===== config.mk =====
export PLATFORM = sky130hd
export DESIGN_NAME = ms_rtc
export DESIGN_NICKNAME = d
export VERILOG_FILES = /design/src/rtl/ms_rtc_pkg.sv /design/src/rtl/ms_rtc_prescaler.sv /design/src/rtl/ms_rtc_counter.sv /design/src/rtl/ms_rtc_irq.sv /design/src/rtl/ms_rtc.sv
export SDC_FILE = /design/constraint.sdc
export NUM_CORES = 1
export LEC_CHECK = 0
export BUFFER_PORTS_ARGS = -buffer_cell sky130_fd_sc_hd__buf_2
export CAP_MARGIN = 20
export CORE_ASPECT_RATIO = 1.75
export CORE_MARGIN = 8
export CORE_UTILIZATION = 59
export CTS_CLUSTER_DIAMETER = 200
export DETAILED_ROUTE_END_ITERATION = 8
export PLACE_DENSITY = 0.84
export SLEW_MARGIN = 30
export SYNTH_ARGS = -nofsm -noshare
export SYNTH_HDL_FRONTEND = slang
export SYNTH_SLANG_ARGS = --single-unit

===== constraint.sdc =====
create_clock -name clk -period 4.6 [get_ports clk]
set_input_delay 0 -clock clk [delete_from_list [all_inputs] [get_ports clk]]
set_output_delay 0 -clock clk [all_outputs]
set_load 0.1 [all_outputs]

===== src/rtl/ms_rtc_pkg.sv =====
package ms_rtc_pkg;
  localparam int LVL_W   = 4;
  localparam int NUM_SRC = 2;
  localparam int SRC_FAST = 0;
  localparam int SRC_MIN  = 1;
  typedef logic [LVL_W-1:0] lvl_t;
endpackage


===== src/rtl/ms_rtc_prescaler.sv =====
module ms_rtc_prescaler #(
  parameter int TICK_DIV = 125000
) (
  input  logic clk,
  input  logic rst,
  input  logic en,
  output logic tick
);
  localparam int PW = (TICK_DIV > 2) ? $clog2(TICK_DIV) : 1;
  localparam logic [PW-1:0] LAST = PW'(TICK_DIV - 1);

  logic [PW-1:0] pcnt;

  always_ff @(posedge clk) begin
    if (rst || !en) begin
      pcnt <= '0;
      tick <= 1'b0;
    end else if (pcnt == LAST) begin
      pcnt <= '0;
      tick <= 1'b1;
    end else begin
      pcnt <= pcnt + 1'b1;
      tick <= 1'b0;
    end
  end

  AST_NO_TICK_DISABLED: assert property (@(posedge clk) disable iff (rst)
    !en |=> !tick);
endmodule


===== src/rtl/ms_rtc_counter.sv =====
module ms_rtc_counter #(
  parameter int CNT_W      = 16,
  parameter int WRAP_COUNT = 60000,
  parameter int FAST_LOG2  = 5
) (
  input  logic             clk,
  input  logic             rst,
  input  logic             step,
  output logic [CNT_W-1:0] cnt,
  output logic             hit_fast,
  output logic             hit_wrap
);
  localparam logic [CNT_W-1:0] WRAP_V = CNT_W'(WRAP_COUNT);

  logic [CNT_W-1:0] nxt;

  always_comb begin
    nxt      = cnt + 1'b1;
    hit_wrap = step && (nxt == WRAP_V);
    hit_fast = step && (nxt[FAST_LOG2-1:0] == '0);
  end

  always_ff @(posedge clk) begin
    if (rst)           cnt <= '0;
    else if (hit_wrap) cnt <= '0;
    else if (step)     cnt <= nxt;
  end

  AST_CNT_BELOW_WRAP: assert property (@(posedge clk) disable iff (rst)
    cnt < WRAP_V);
  AST_HOLD_NO_TICK: assert property (@(posedge clk) disable iff (rst)
    !step |=> $stable(cnt));
endmodule


===== src/rtl/ms_rtc_irq.sv =====
module ms_rtc_irq
  import ms_rtc_pkg::*;
(
  input  logic clk,
  input  logic rst,
  input  logic lvl_wr,
  input  lvl_t lvl_wdata,
  input  logic hit,
  output logic req_valid,
  output lvl_t req_level
);
  lvl_t lvl_q;

  always_ff @(posedge clk) begin
    if (rst) begin
      lvl_q     <= '0;
      req_valid <= 1'b0;
      req_level <= '0;
    end else begin
      if (lvl_wr) lvl_q <= lvl_wdata;
      req_valid <= hit;
      req_level <= hit ? lvl_q : '0;
    end
  end

  AST_ONE_CYCLE_PULSE: assert property (@(posedge clk) disable iff (rst)
    req_valid |=> !req_valid);
endmodule


===== src/rtl/ms_rtc.sv =====
module ms_rtc
  import ms_rtc_pkg::*;
#(
  parameter int TICK_DIV   = 125000,
  parameter int CNT_W      = 16,
  parameter int WRAP_COUNT = 60000,
  parameter int FAST_LOG2  = 5
) (
  input  logic             clk,
  input  logic             rst,
  input  logic             dev_en,
  input  logic             lvl_wr_fast,
  input  logic             lvl_wr_min,
  input  logic [3:0]       lvl_wdata,
  input  logic             io_sel,
  input  logic [CNT_W-1:0] io_wdata,
  output logic [CNT_W-1:0] io_rdata,
  output logic             io_illegal,
  output logic             fast_req_valid,
  output logic [3:0]       fast_req_level,
  output logic             min_req_valid,
  output logic [3:0]       min_req_level
);
  logic             tick;
  logic             step;
  logic [CNT_W-1:0] cnt;
  logic             hit_fast, hit_wrap;
  logic [NUM_SRC-1:0] src_hit, src_wr, src_vld;
  lvl_t               src_lvl [NUM_SRC];

  ms_rtc_prescaler #(.TICK_DIV(TICK_DIV)) presc_i (
    .clk(clk), .rst(rst), .en(dev_en), .tick(tick)
  );

  assign step = tick && dev_en;

  ms_rtc_counter #(
    .CNT_W(CNT_W), .WRAP_COUNT(WRAP_COUNT), .FAST_LOG2(FAST_LOG2)
  ) cnt_i (
    .clk(clk), .rst(rst), .step(step), .cnt(cnt),
    .hit_fast(hit_fast), .hit_wrap(hit_wrap)
  );

  assign src_hit[SRC_FAST] = hit_fast;
  assign src_hit[SRC_MIN]  = hit_wrap;
  assign src_wr[SRC_FAST]  = lvl_wr_fast;
  assign src_wr[SRC_MIN]   = lvl_wr_min;

  for (genvar g = 0; g < NUM_SRC; g++) begin : g_src
    ms_rtc_irq irq_i (
      .clk(clk), .rst(rst), .lvl_wr(src_wr[g]), .lvl_wdata(lvl_wdata),
      .hit(src_hit[g]), .req_valid(src_vld[g]), .req_level(src_lvl[g])
    );
  end

  assign fast_req_valid = src_vld[SRC_FAST];
  assign fast_req_level = src_lvl[SRC_FAST];
  assign min_req_valid  = src_vld[SRC_MIN];
  assign min_req_level  = src_lvl[SRC_MIN];

  always_comb begin
    io_illegal = io_sel && !dev_en;
    if (!io_sel)     io_rdata = '0;
    else if (dev_en) io_rdata = cnt;
    else             io_rdata = io_wdata;
  end

  AST_WRAP_BOTH: assert property (@(posedge clk) disable iff (rst)
    min_req_valid |-> fast_req_valid);
  AST_FAST_ALIGNED: assert property (@(posedge clk) disable iff (rst)
    fast_req_valid |-> (cnt[FAST_LOG2-1:0] == '0));
  AST_QUIET_DISABLED: assert property (@(posedge clk) disable iff (rst)
    !dev_en |=> !(fast_req_valid || min_req_valid));
endmodule


== Yosys cells after proc, flatten, opt, wreduce, memory -nomap -nowiden ==
Index checks and enable logic that the tools add are counted.
Operators by class
  add/subtract/negate cells: 2
  equal/unequal tests: 2
  muxes and demuxes: 3
  bitwise gates (word level): 2
  reductions and logical operators: 11
Operators by type and width (count)
  $mux 16: 2
  $add 17x1->17 const B: 1
  $eq 17x17->1 const B: 1
  $add 16x1->16 const B: 1
  $eq 16x16->1 const B: 1
  $reduce_or 2->1: 4
  $logic_not 5->1: 1
  $logic_and 1x1->1: 4
  $not 1->1: 2
  $logic_not 1->1: 1
  $logic_or 1x1->1: 1
  $mux 1: 1
Word-level totals
  flip-flop bits (word level): 52
  input bits: 26

== Depth between registers and ports, before layout ==
Gate-level depths: netlist of run 1.
  depth in word-level cells: 5
  gate-level depth with buffers: 8
  depth with buffers taken out: 6

== Hierarchy ==
A second synthesis of run 1 with hierarchy kept.
Second synthesis, totals
  cells, all modules: 298
  area total of the unflattened synthesis: 2753.9 µm²
By module, submodules not included
  ms_rtc_counter: times used 1, cells each 120, area each 1053.5 µm²
  ms_rtc_prescaler: times used 1, cells each 95, area each 835.8 µm²
  ms_rtc_irq: times used 2, cells each 23, area each 276.5 µm²
  ms_rtc: times used 1, cells each 37, area each 311.5 µm²

== Worst setup path before layout of run 1 ==
Ideal clock, no wire load.
  path type: input-to-output
  from: in dev_en
  to: out io_rdata[10]
  arrival: 2071 ps
  data required time: 4600 ps
  path slack: 2529 ps
  stages on the path: 4
  buffers on the path: 2
  cell sequence: buf_6 -> buf_1 -> mux2i_1 -> nor2b_1
On the way
  longest elaborated chain between the ends: 2
RTL lines
  from (decl): line ms_rtc.sv:11  | input logic dev_en,
  $mux 16: line ms_rtc.sv:64  | else if (dev_en) io_rdata = cnt;
  $mux 16: line ms_rtc.sv:63  | if (!io_sel) io_rdata = '0;
  to (decl): line ms_rtc.sv:17  | output logic [CNT_W-1:0] io_rdata,
Every way passes these cells.

== Worst setup path in the final report of run 1 ==
  from: reg cnt_i.cnt[1]
  to: reg cnt_i.cnt[9]
On the way
  longest elaborated chain between the ends: 4
RTL lines
  from (decl): line ms_rtc_counter.sv:9  | output logic [CNT_W-1:0] cnt,
  from (signal assigned): line ms_rtc_counter.sv:26  | else if (step) cnt <= nxt;
  $add 16x1->16 (*): line ms_rtc_counter.sv:18  | nxt = cnt + 1'b1;
  $eq 16x16->1: line ms_rtc_counter.sv:19  | hit_wrap = step && (nxt == WRAP_V);
  $logic_and 1x1->1: line ms_rtc_counter.sv:19
  $reduce_or 2->1 (no source line)
Every way passes the cells marked *; elsewhere a longest branch is shown, timed or not.
A chain may end at the register's enable or synchronous reset.

==> metrics.csv, run 1 <==
stage,metric,value,unit
status,status,"complete, no violations",
routing,Routed Antenna Nets,0,
setup_path,Setup Crit Path Kind,reg2reg,
sta,post-route setup TNS,0,ns
routing,First-pass DRT Iterations,4,
setup_path,"Arr. time, crit path",2.36,ns
power,Power Total,0.872,mW
clocking,setup bufs post-CTS,0,
final_layout,Total Nets Final,366,
power,P_leak,1.19,nW
setup_path,required time worst endpoint,4.77,ns
sta,RSZ-0062 raised after global routing,false,
final_layout,register area,0.00104,mm²
die,# rows,32,
grt,vias in the first global route,2235,
sta,fin crit share,47.6,%
synth,Post-synth ARST share,0,%
routing,via-per-instance ratio,5.80,
synth,Synth Net Count,320,
routing,DRC violations left,0,
synth,Mapped Cells,292,
sta,slew of the pin with the lowest slew margin,0.704,ns
setup_path,Max Fanout on Critical Path,9,
synth,post-synthesis sequential area ratio,38.7,%
setup_path,Critical Path Start Type,flip-flop,
sta,crit path time final,2.19,ns
clocking,CTS tree,yes,
synth,Most used DFF post-synth,dfxtp_1,
synth,synthesized area,0.00269,mm²
sta,Rel. slew slack,52.6,%
power,VDD IR max,0.271,mV
die,height of the die,105,µm
clocking,clock sinks,52,
die,initial core utilization,61.1,%
placed_design,RD Place Congestion,0.959,
power,Pwr Density,284,mW/mm²
final_layout,final instance area,0.00308,mm²
job,max-cap violations,0,
die,Die Footprint,0.00706,mm²
sta,Worst Slack Setup Final,2.41,ns
min_path,Hold Crit Class,in2reg,
sta,Layout Skew,0.00885,ns
routing,drt total wl,6.16,mm
setup_path,crit path capture type,flip-flop,
final_layout,Diodes inserted,0,
routing,wire length per cell,15.8,µm
clocking,cell at the root of the clock tree,clkbuf_8,
placed_design,port bufs,52,
sta,final hold violations,0,
synth,Post-synth EDFFs,0,
final_layout,share of cells above drive strength 1,23.0,%
synth,syn avg cell area,9.21,µm²
final_layout,Multi-input gate area,0.00155,mm²
grt,largest net degree at the start of global routing,32,
grt,global-route wire length before repair,9.78,mm
sta,Final Setup Violations,0,
clocking,CTS max path bufs,2,
grt,GRT Util Overall,17.1,%
placed_design,Area after DPL,0.00292,mm²
grt,initial antenna violation count,0,
clocking,CTS Buf Count,5,
final_layout,fillers,377,
die,core area,0.00440,mm²
synth,Synth warnings,0,
die,Die Width,67.0,µm
routing,via count,2261,
sta,max-slew violation count,0,
clocking,H-Tree Depth,2,
clocking,clk_lat worst skew,0.31,ns
synth,Unique masters post-synth,51,
placed_design,hpwl dp,4.62,mm
final_layout,Layout area overhead,14.4,%
die,IO Pins,53,
placed_design,dpl ws,2.43,ns
synth,number of synthesized register bits,52,
clocking,CTS resizes,0,
sta,Max Freq,457,MHz
grt,"Remaining Overflow, GRT",0,
clocking,"CTS clk-pin slew, worst paths",0.10,ns
routing,1st-iter DRT viols,130,
[state kept, by name, summed over array words and instances (netlist names)]
register	cells
g_src.irq_i.req_valid	2
cnt_i.cnt	16
presc_i.pcnt	17
g_src.irq_i.req_level	8
g_src.irq_i.lvl_q	8
presc_i.tick	1
[cells by family (layout without fill, tap and decap cells)]
| kind of cell | after synthesis | after routing | synth area share (%) |
|---|---|---|---|
| AO/OA/AOI/OAI | 25 | 25 | 8.38 |
| XOR/XNOR | 30 | 30 | 9.77 |
| adder cells (fa/ha/maj) | 2 | 2 | 0.931 |
| buffers and inverters | 19 | 66 | 3.68 |
| flip-flops | 52 | 52 | 38.7 |
| multiplexers | 25 | 25 | 9.31 |
| AND/OR/NAND/NOR | 139 | 139 | 29.2 |
[placed cells by master (no fill, tap or decap), drive strengths merged, types with 2 or more instances in the layout]
cell type,count
a211oi,9
a21oi,3
and2,4
and3,6
and4,3
buf,52
clkbuf,5
dfxtp,52
dlygate4sd3,4
ha,2
inv,3
mux2i,25
nand2,14
nand2b,6
nand3,18
nand4,5
nor2,41
nor2b,17
nor3,6
nor3b,2
nor4,7
nor4b,4
o2111ai,2
or3,2
xnor2,13
xor2,17
[Yosys cell counts (3+ instances only)]
master    count  area [µm²]
nand3_1      17        85.1
nor2_1       40         150
a211oi_1      9        67.6
dfxtp_1      52        1040
a21oi_1       3        15.0
xnor2_1      13         114
clkbuf_1      5        18.8
nand2_1      13        48.8
nor4b_2       4        60.1
mux2i_1      25         250
nand4_1       5        31.3
nor4_1        7        43.8
xor2_1       17         149
nor3_1        5        25.0
buf_1         4        15.0
nand2b_1      6        37.5
buf_2         4        20.0
nor2b_1      17         106
and3_1        5        31.3
and2_1        4        25.0
[stage by stage]
step	hold WS (ns)	utilization, %	std cells
after floorplan	0.0848	-	292
after global placement	0.268	66.3	378
after detailed placement	0.276	66.3	378
after CTS	0.0283	69.9	390
after global routing	0.0461	69.9	390
final	0.0365	69.9	390
[worst max-delay path, cell delays in order (launching register included)]
cell and delay, ns:
dfxtp_1 0.45, ha_1 0.25, nand4_1 0.18, nor4_1 0.36, xor2_1 0.15, nor3_2 0.51, a211oi_1 0.16
[final cells by class]
| cell class | instances | area share, % |
|---|---|---|
| multi-input combinational | 221 | 50.3 |
| sequential | 52 | 33.8 |
| timing repair buffer | 56 | 9.76 |
| clock buffer | 5 | 2.24 |
| tap | 51 | 2.07 |
| clock inverter | 3 | 1.50 |
| inverter | 2 | 0.244 |
[report_power, final]
| group | switching [mW] | internal, mW |
|---|---|---|
| Sequential | 0.00258 | 0.455 |
| Combinational | 0.0707 | 0.0280 |
| Clock | 0.152 | 0.164 |
| Total | 0.226 | 0.647 |
[layer usage]
| layer | global-route usage [%] | share of wire, % |
|---|---|---|
| met1 | 16.4 | 37 |
| met2 | 31.3 | 53 |
| met3 | 4.24 | 7.3 |
| met4 | 8.72 | 2.9 |
| met5 | 0 | 0 |
[what timing repair did]
item	4_1_cts	5_1_grt
endpoints found under the hold margin	8	0
hold buffers	4	0
setup endpoints to repair	0	0
[path summary, 6_finish.rpt]
kind | startpoint | endpoint | slack (ns) | depth (start not counted)
worst max-delay path | cnt_i.cnt[1]$_SDFFE_PP0P_ | cnt_i.cnt[9]$_SDFFE_PP0P_ | 2.41 | 6
worst min-delay path | lvl_wr_min | g_src[1].irq_i.lvl_q[3]$_SDFFE_PP0P_ | 0.04 | 3
worst max register to register | cnt_i.cnt[1]$_SDFFE_PP0P_ | cnt_i.cnt[9]$_SDFFE_PP0P_ | 2.41 | 6
worst min register to register | presc_i.pcnt[0]$_SDFF_PP0_ | presc_i.pcnt[0]$_SDFF_PP0_ | 0.45 | 1
Note: power is estimated with default switching activity, not from simulation.
==> inputs of run 2 (changes only) <==
--- a/config.mk
+++ b/config.mk
@@ -9,10 +9,10 @@
 export CAP_MARGIN = 20
 export CORE_ASPECT_RATIO = 1.75
 export CORE_MARGIN = 8
-export CORE_UTILIZATION = 59
+export CORE_UTILIZATION = 49
 export CTS_CLUSTER_DIAMETER = 200
 export DETAILED_ROUTE_END_ITERATION = 8
-export PLACE_DENSITY = 0.84
+export PLACE_DENSITY = 0.74
 export SLEW_MARGIN = 30
 export SYNTH_ARGS = -nofsm -noshare
 export SYNTH_HDL_FRONTEND = slang
==> constraint.sdc (replaced) <==
create_clock -name clk -period 1.8 [get_ports clk]
set_input_delay 0 -clock clk [delete_from_list [all_inputs] [get_ports clk]]
set_output_delay 0 -clock clk [all_outputs]
set_load 0.1 [all_outputs]
==> run 2 against run 1 <==
The flow now finishes with violations (negative setup slack). Die area is 16% higher. Clock-buffer cell count is 2 higher. Sequential share of layout area is 4.2 points lower. Hold slack worse by 0.0073 ns. Utilization is 3.3 points lower. Global-route usage hardly changed. Routed wire length is 14% higher. Fmax is 16% higher. Register-to-register slack worse by 2.5 ns. Largest cell class unchanged. Combinational power grew to 2.7 times the previous value. Cell count is 16% higher. Clock skew is 0.0045 ns lower.
==> metrics.csv, run 2 (synthesized netlist as in run 1, its figures left out) <==
stage,metric,value,unit,change
final_layout,leading registers by flop count,"presc_i.pcnt x17, cnt_i.cnt x16",,
die,Die Width,72.0,µm,+7.4%
die,IO Pins,53,,unchanged
die,initial core utilization,50.7,%,-10 points
setup_path,Critical Path Start Type,flip-flop,,
sta,final hold violations,0,,unchanged
sta,Rel. slew slack,67.3,%,+15 points
final_layout,max reg flops,17,,unchanged
min_path,Hold Crit Class,in2reg,,
final_layout,Layout area overhead,31.2,%,
final_layout,fillers,454,,+20%
clocking,clock sinks,52,,unchanged
final_layout,Diodes inserted,0,,unchanged
die,core area,0.00530,mm²,+20%
routing,drt total wl,7.01,mm,+14%
clocking,CTS tree,yes,,
sta,Worst Slack Setup Final,-0.0939,ns,-2.51 ns
final_layout,share of cells above drive strength 1,39.3,%,+16 points
die,# rows,35,,+9.4%
sta,max-slew violation count,0,,unchanged
grt,vias in the first global route,2397,,+7.2%
clocking,H-Tree Depth,2,,unchanged
final_layout,Total Nets Final,404,,+10%
power,Pwr Density,599,mW/mm²,+110%
routing,via-per-instance ratio,5.34,,-7.8%
sta,RSZ-0062 raised after global routing,true,,
placed_design,dpl ws,-0.123,ns,-2.55 ns
grt,GRT Util Overall,17.0,%,-0.032 points
routing,1st-iter DRT viols,106,,-18%
grt,largest net degree at the start of global routing,30,,-6.3%
final_layout,Multi-input gate area,0.00169,mm²,+9.0%
sta,slew of the pin with the lowest slew margin,0.494,ns,-0.210 ns
final_layout,"commonest non-fill, non-tap cell in the layout",buf_2,,
final_layout,Finished Layout Cells,451,,+16%
clocking,CTS max path bufs,2,,unchanged
placed_design,RD Place Congestion,0.931,,-2.9%
power,P_leak,1.42,nW,+19%
placed_design,Placed Instances,432,,+14%
setup_path,crit path capture type,flip-flop,,
setup_path,required time worst endpoint,2.02,ns,-2.75 ns
final_layout,most frequent cells in the layout,"buf_2 (52), dfxtp_1 (47), nor2_1 (40)",,
sta,crit path time final,1.89,ns,-0.294 ns
placed_design,port bufs,52,,unchanged
status,failing checks,negative setup slack,,
setup_path,Setup Crit Path Kind,reg2reg,,
setup_path,"Arr. time, crit path",2.11,ns,-0.25 ns
routing,via count,2410,,+6.6%
power,VDD IR max,0.425,mV,+57%
clocking,cell at the root of the clock tree,clkbuf_8,,
die,Die Footprint,0.00821,mm²,+16%
clocking,clk_lat worst skew,0.30,ns,about the same
grt,initial antenna violation count,0,,unchanged
setup_path,worst stage delay on the critical path,0.43,ns,-0.08 ns
sta,Layout Skew,0.00437,ns,-0.00448 ns
setup_path,CP max-delay cell,or3_4,,
grt,global-route wire length before repair,11.2,mm,+14%
grt,"Remaining Overflow, GRT",0,,unchanged
setup_path,CP Cell Sequence,nand2_1 > o32ai_4 > o2111ai_2 > or3_4 > nor4b_2,,
final_layout,register area,0.00105,mm²,+0.60%
placed_design,hpwl dp,5.07,mm,+9.8%
routing,Routed Antenna Nets,0,,unchanged
final_layout,Biggest register,presc_i.pcnt,,
status,status,finished with violations,,
sta,fin crit share,105,%,+58 points
die,height of the die,114,µm,+8.3%
job,max-cap violations,0,,unchanged
clocking,CTS Buf Count,5,,unchanged
routing,wire length per cell,15.6,µm,-1.5%
routing,First-pass DRT Iterations,4,,unchanged
clocking,"CTS clk-pin slew, worst paths",0.09,ns,about the same
sta,Max Freq,528,MHz,+16%
setup_path,Max Fanout on Critical Path,10,,+1
sta,Final Setup Violations,17,,+17
routing,DRC violations left,0,,unchanged
==> run 2: metal layers <==
layer	track usage, %	up-vias	share of wire [%]
met5	0	-	0
met4	10.6	0	4.4
met3	4.04	19	5.3
met2	30.7	63	53
met1	16.8	1137	37
li1	-	1191	-
==> run 2: worst paths after layout <==
check                                   from                                     end  slack [ns]  depth (start not counted)
setup / recovery   cnt_i.cnt[3]$_SDFFE_PP0P_  g_src[1].irq_i.req_level[0]$_SDFF_PP0_       -0.09                          5
hold / removal                    lvl_wr_min    g_src[1].irq_i.lvl_q[2]$_SDFFE_PP0P_        0.03                          3
setup reg to reg   cnt_i.cnt[3]$_SDFFE_PP0P_  g_src[1].irq_i.req_level[0]$_SDFF_PP0_       -0.09                          5
hold reg to reg   presc_i.pcnt[0]$_SDFF_PP0_              presc_i.pcnt[0]$_SDFF_PP0_        0.46                          1
==> run 2: stage by stage <==
stage	total power [mW]	utilization [%]	hold WS (ns)	area (µm²)	setup TNS (ns)
detailed placement	1.45	61.0	0.253	3230	-1.42
floorplan	1.40	-	0.0848	2740	0
finish	2.11	66.6	0.0292	3530	-0.740
global placement	1.45	61.0	0.253	3230	-0.399
CTS	2.14	65.9	0.0241	3490	-0.138
global route	2.21	66.6	0.0337	3530	-2.74
==> run 2: repair_timing <==
item | in CTS | in global routing
setup endpoints to repair | 18 | 20
endpoints found under the hold margin | 8 | 0
setup buffers | 7 | 0
gates resized for setup | 15 | 6
hold buffers | 4 | 0
pin swaps | 11 | 6
==> run 2: critical path: cells and delay by family, from the launching register on <==
kind / cells / cell delay [ns]
compound gates: 2 / 0.50
simple gates: 3 / 0.90
flops: 1 / 0.41
==> run 2: area by class of cell <==
cell class,instances,share of cell area [%]
repair buffers,94,17.0
flip-flops and latches,52,29.7
well taps,74,2.62
clock buffers,7,2.45
multi-input cells,221,47.9
inverters,2,0.213
clock inverters,1,0.213
==> run 2: power by group <==
part	switching (mW)	total [mW]	internal [mW]
logic	0.183	0.263	0.0805
registers	0.00650	1.17	1.16
clock network	0.367	0.680	0.313
==> inputs of run 3 (changes only) <==
--- a/config.mk
+++ b/config.mk
@@ -5,6 +5,7 @@
 export SDC_FILE = /design/constraint.sdc
 export NUM_CORES = 1
 export LEC_CHECK = 0
+export ABC_AREA = 1
 export BUFFER_PORTS_ARGS = -buffer_cell sky130_fd_sc_hd__buf_2
 export CAP_MARGIN = 20
 export CORE_ASPECT_RATIO = 1.75
==> run 3 against run 2 <==
The flow still finishes with violations (negative setup slack). Clock-buffer cell count fell by 2. Sequential power barely moved. First-iteration DRC count rose by 19%. Power rose by 2.3%. Cell count rose by 13%. Combinational power rose by 18%. Critical endpoint is now cnt_i.cnt[3]$_SDFFE_PP0P_. Largest power group unchanged.
==> metrics.csv, run 3 <==
stage,metric,value,unit,change
die,initial core utilization,49.9,%,-0.89 points
setup_path,"Arr. time, crit path",2.02,ns,-0.09 ns
final_layout,Layout area overhead,29.7,%,
setup_path,CP Cell Sequence,inv_1 > nor3_1 > nand3_1 > nand2_1 > nand3_1 > nor2_4 > nand2_4 > nand2_8 > nor2_1,,
power,VDD IR max,0.778,mV,+83%
routing,DRC violations left,0,,unchanged
routing,Top Layer Used,met4,,
setup_path,Max Fanout on Critical Path,8,,-2
power,Gate power share,14.3,%,+1.8 points
power,Switching Fraction,29.6,%,+3.2 points
setup_path,required time worst endpoint,1.99,ns,-0.03 ns
synth,Unique masters post-synth,25,,-51%
synth,Synth warnings,0,,unchanged
job,max-cap violations,0,,unchanged
setup_path,reg2reg end,cnt_i.cnt[3]$_SDFFE_PP0P_,,
die,# rows,35,,unchanged
setup_path,Critical Path Start Type,flip-flop,,
final_layout,Biggest register,presc_i.pcnt,,
synth,Post-synth top cells,"nand2_1 (65), nor2_1 (62), dfxtp_1 (52), inv_1 (51), o21ai_0 (43)",,
routing,1st-iter DRT viols,126,,+19%
routing,WL met2,3.47,mm,-6.4%
status,status,finished with violations,,
routing,M1 wire length,2.34,mm,-11%
synth,Synth area leader,dfxtp_1,,
sta,slew of the pin with the lowest slew margin,0.567,ns,+0.0724 ns
final_layout,leading registers by flop count,"presc_i.pcnt x17, cnt_i.cnt x16",,
sta,Layout Skew,0.00890,ns,+0.00453 ns
synth,Mapped Cells,381,,+30%
routing,First-pass DRT Iterations,4,,unchanged
clocking,clk_lat worst skew,0.31,ns,about the same
sta,fin crit share,101,%,-3.8 points
power,Pwr Density,647,mW/mm²,+8.0%
routing,via count,2631,,+9.2%
sta,Max Freq,548,MHz,+3.8%
synth,Synth Net Count,409,,+28%
setup_path,crit path capture type,flip-flop,,
sta,crit path time final,1.83,ns,-0.0685 ns
synth,number of synthesized register bits,52,,unchanged
sta,Final Setup Violations,14,,-3
placed_design,hpwl dp,4.80,mm,-5.5%
final_layout,max reg flops,17,,unchanged
sta,final hold violations,0,,unchanged
placed_design,RD Place Congestion,0.915,,-1.7%
placed_design,port bufs,52,,unchanged
die,Die Width,70.8,µm,-1.6%
synth,most common cell in the synthesized netlist,nand2_1,,
die,Die Footprint,0.00793,mm²,-3.4%
power,internal power,1.52,mW,-2.1%
power,P_leak,1.39,nW,-2.0%
min_path,Worst Hold Launch,lvl_wr_min,,
routing,via-per-instance ratio,5.18,,-3.1%
sta,max-slew violation count,0,,unchanged
grt,global-route wire length before repair,9.94,mm,-11%
synth,Post-synth ARST share,0,%,unchanged
min_path,Hold Crit Class,in2reg,,
clocking,"CTS clk-pin slew, worst paths",0.10,ns,about the same
clocking,CTS Buf Count,5,,unchanged
routing,Routed Antenna Nets,0,,unchanged
final_layout,"commonest non-fill, non-tap cell in the layout",nand2_1,,
die,height of the die,112,µm,-1.8%
clocking,CTS max path bufs,2,,unchanged
synth,dominant cells by area after synthesis,"dfxtp_1 (40%), nand2_1 (9.5%), nor2_1 (9.0%)",,
grt,vias in the first global route,2454,,+2.4%
die,core area,0.00517,mm²,-2.5%
clocking,H-Tree Depth,2,,unchanged
grt,initial antenna violation count,0,,unchanged
setup_path,CP top delay family,simple AND/OR/NAND/NOR gates,,
synth,Most used DFF post-synth,dfxtp_1,,
setup_path,CP max-delay cell,dfxtp_1,,
min_path,hold depth,3,,unchanged
power,Switching Power,0.639,mW,+15%
routing,DR WL met3,387,µm,+4.6%
grt,largest net degree at the start of global routing,33,,+10%
final_layout,most frequent cells in the layout,"nand2_1 (56), nor2_1 (52), buf_2 (52)",,
sta,WHS,0.0166,ns,-0.0126 ns
clocking,CTS tree,yes,,
setup_path,cell mode on critical path,nand3_1,,
synth,post-synth top area share,40.4,%,+1.7 points
setup_path,worst stage delay on the critical path,0.41,ns,-0.02 ns
power,Flop pwr share,54.0,%,-1.3 points
setup_path,R2R Path Start,cnt_i.cnt[12]$_SDFFE_PP0P_,,
setup_path,number of cells on the worst reg-to-reg path,9,,+4
final_layout,share of cells above drive strength 1,30.2,%,-9.0 points
synth,syn avg cell area,6.76,µm²,-27%
grt,"Remaining Overflow, GRT",0,,unchanged
sta,Rel. slew slack,62.2,%,-5.1 points
setup_path,CP bufs+invs,1,,+1
placed_design,dpl ws,-0.0111,ns,+0.112 ns
synth,post-synthesis sequential area ratio,40.4,%,+1.7 points
clocking,clock sinks,52,,unchanged
sta,Worst Slack Setup Final,-0.0255,ns,+0.0685 ns
die,IO Pins,53,,unchanged
final_layout,Diodes inserted,0,,unchanged
final_layout,Total Nets Final,480,,+19%
routing,wire length per cell,12.8,µm,-18%
min_path,Worst Hold End,g_src[1].irq_i.lvl_q[2]$_SDFFE_PP0P_,,
routing,drt total wl,6.48,mm,-7.6%
power,Clock Power Share,31.7,%,-0.5 points
setup_path,Setup Crit Path Kind,reg2reg,,
clocking,cell at the root of the clock tree,clkbuf_8,,
grt,GRT Util Overall,15.2,%,-1.8 points
setup_path,reg2reg setup slack,-0.03,ns,+0.07 ns
synth,synthesized area,0.00258,mm²,-4.2%
synth,Post-synth EDFFs,0,,unchanged
status,failing checks,negative setup slack,,
-- run 3: logic make-up (layout without fill, tap and decap cells) --
logic type,Yosys count,after routing,share of synthesized area (%)
compound gates,75,75,14.8
fa+ha+maj,2,2,0.971
buf+inv,62,133,9.62
flops,52,52,40.4
simple gates,181,182,31.2
xor+xnor,9,9,3.06
-- run 3: area by class of cell --
class / instances / area, µm²
Fill cell: 459 / 1830
Multi-Input combinational cell: 268 / 1500
Sequential cell: 52 / 1050
Timing Repair Buffer: 72 / 427
Inverter: 53 / 199
Clock buffer: 5 / 68.8
Tap cell: 55 / 68.8
Clock inverter: 3 / 27.5
-- run 3: how the worst max path moves through the flow --
| stage | startpoint | endpoint | slack, ns | cells past startpoint |
|---|---|---|---|---|
| after detailed placement | cnt_i.cnt[0]$_SDFFE_PP0P_ | cnt_i.cnt[3]$_SDFFE_PP0P_ | -0.01 | 12 |
| after global placement | cnt_i.cnt[0]$_SDFFE_PP0P_ | g_src[1].irq_i.req_level[2]$_SDFF_PP0_ | 0.05 | 11 |
| after floorplan | cnt_i.cnt[0]$_SDFFE_PP0P_ | io_rdata[0] | -0.12 | 2 |
| final | cnt_i.cnt[12]$_SDFFE_PP0P_ | cnt_i.cnt[3]$_SDFFE_PP0P_ | -0.03 | 9 |
| after CTS | cnt_i.cnt[0]$_SDFFE_PP0P_ | g_src[1].irq_i.req_level[3]$_SDFF_PP0_ | -0.01 | 11 |
| after global routing | cnt_i.cnt[12]$_SDFFE_PP0P_ | cnt_i.cnt[3]$_SDFFE_PP0P_ | -0.08 | 9 |
-- run 3: worst register-to-register path, stage by stage (launching register included) --
cell     delay (ns)
dfxtp_1        0.41
inv_1          0.11
nor3_1         0.32
nand3_1        0.18
nand2_1        0.12
nand3_1        0.14
nor2_4         0.17
nand2_4        0.11
nand2_8        0.10
nor2_1         0.06
-- run 3: metal layers --
layer	global-route usage (%)	vias up
li1	-	1362
met1	12.2	1162
met2	29.8	84
met3	4.32	23
met4	10.1	0
met5	0	-
-- run 3: power groups by stage --
stage	combinational [mW]	sequential (mW)	clock (mW)
6_report	0.310	1.17	0.684
5_1_grt	0.331	1.17	0.752
4_1_cts	0.307	1.17	0.707
3_5_place_dp	0.297	1.20	0
3_3_place_gp	0.294	1.19	0
2_1_floorplan	0.233	1.19	0
-- run 3: what timing repair did --
item                       4_1_cts  5_1_grt
cloned                           0        1
hold endpoints to repair         7        0
buffers inserted                 0        4
pin swaps                        0       12
setup endpoints to repair       18       24
hold buffers                     5        0
resized for setup                2       42
-- run 3: through the flow --
step                power (mW)  area, µm²  utilization [%]  setup TNS (ns)  instances
CTS                       2.18       3150             61.0         -0.0119        503
detailed placement        1.49       3000             58.0         -0.0360        490
global route              2.25       3340             64.7           -1.27        508
global placement          1.49       3000             58.0               0        490
floorplan                 1.43       2630                -          -0.203        381
finish                    2.16       3340             64.7          -0.181        508
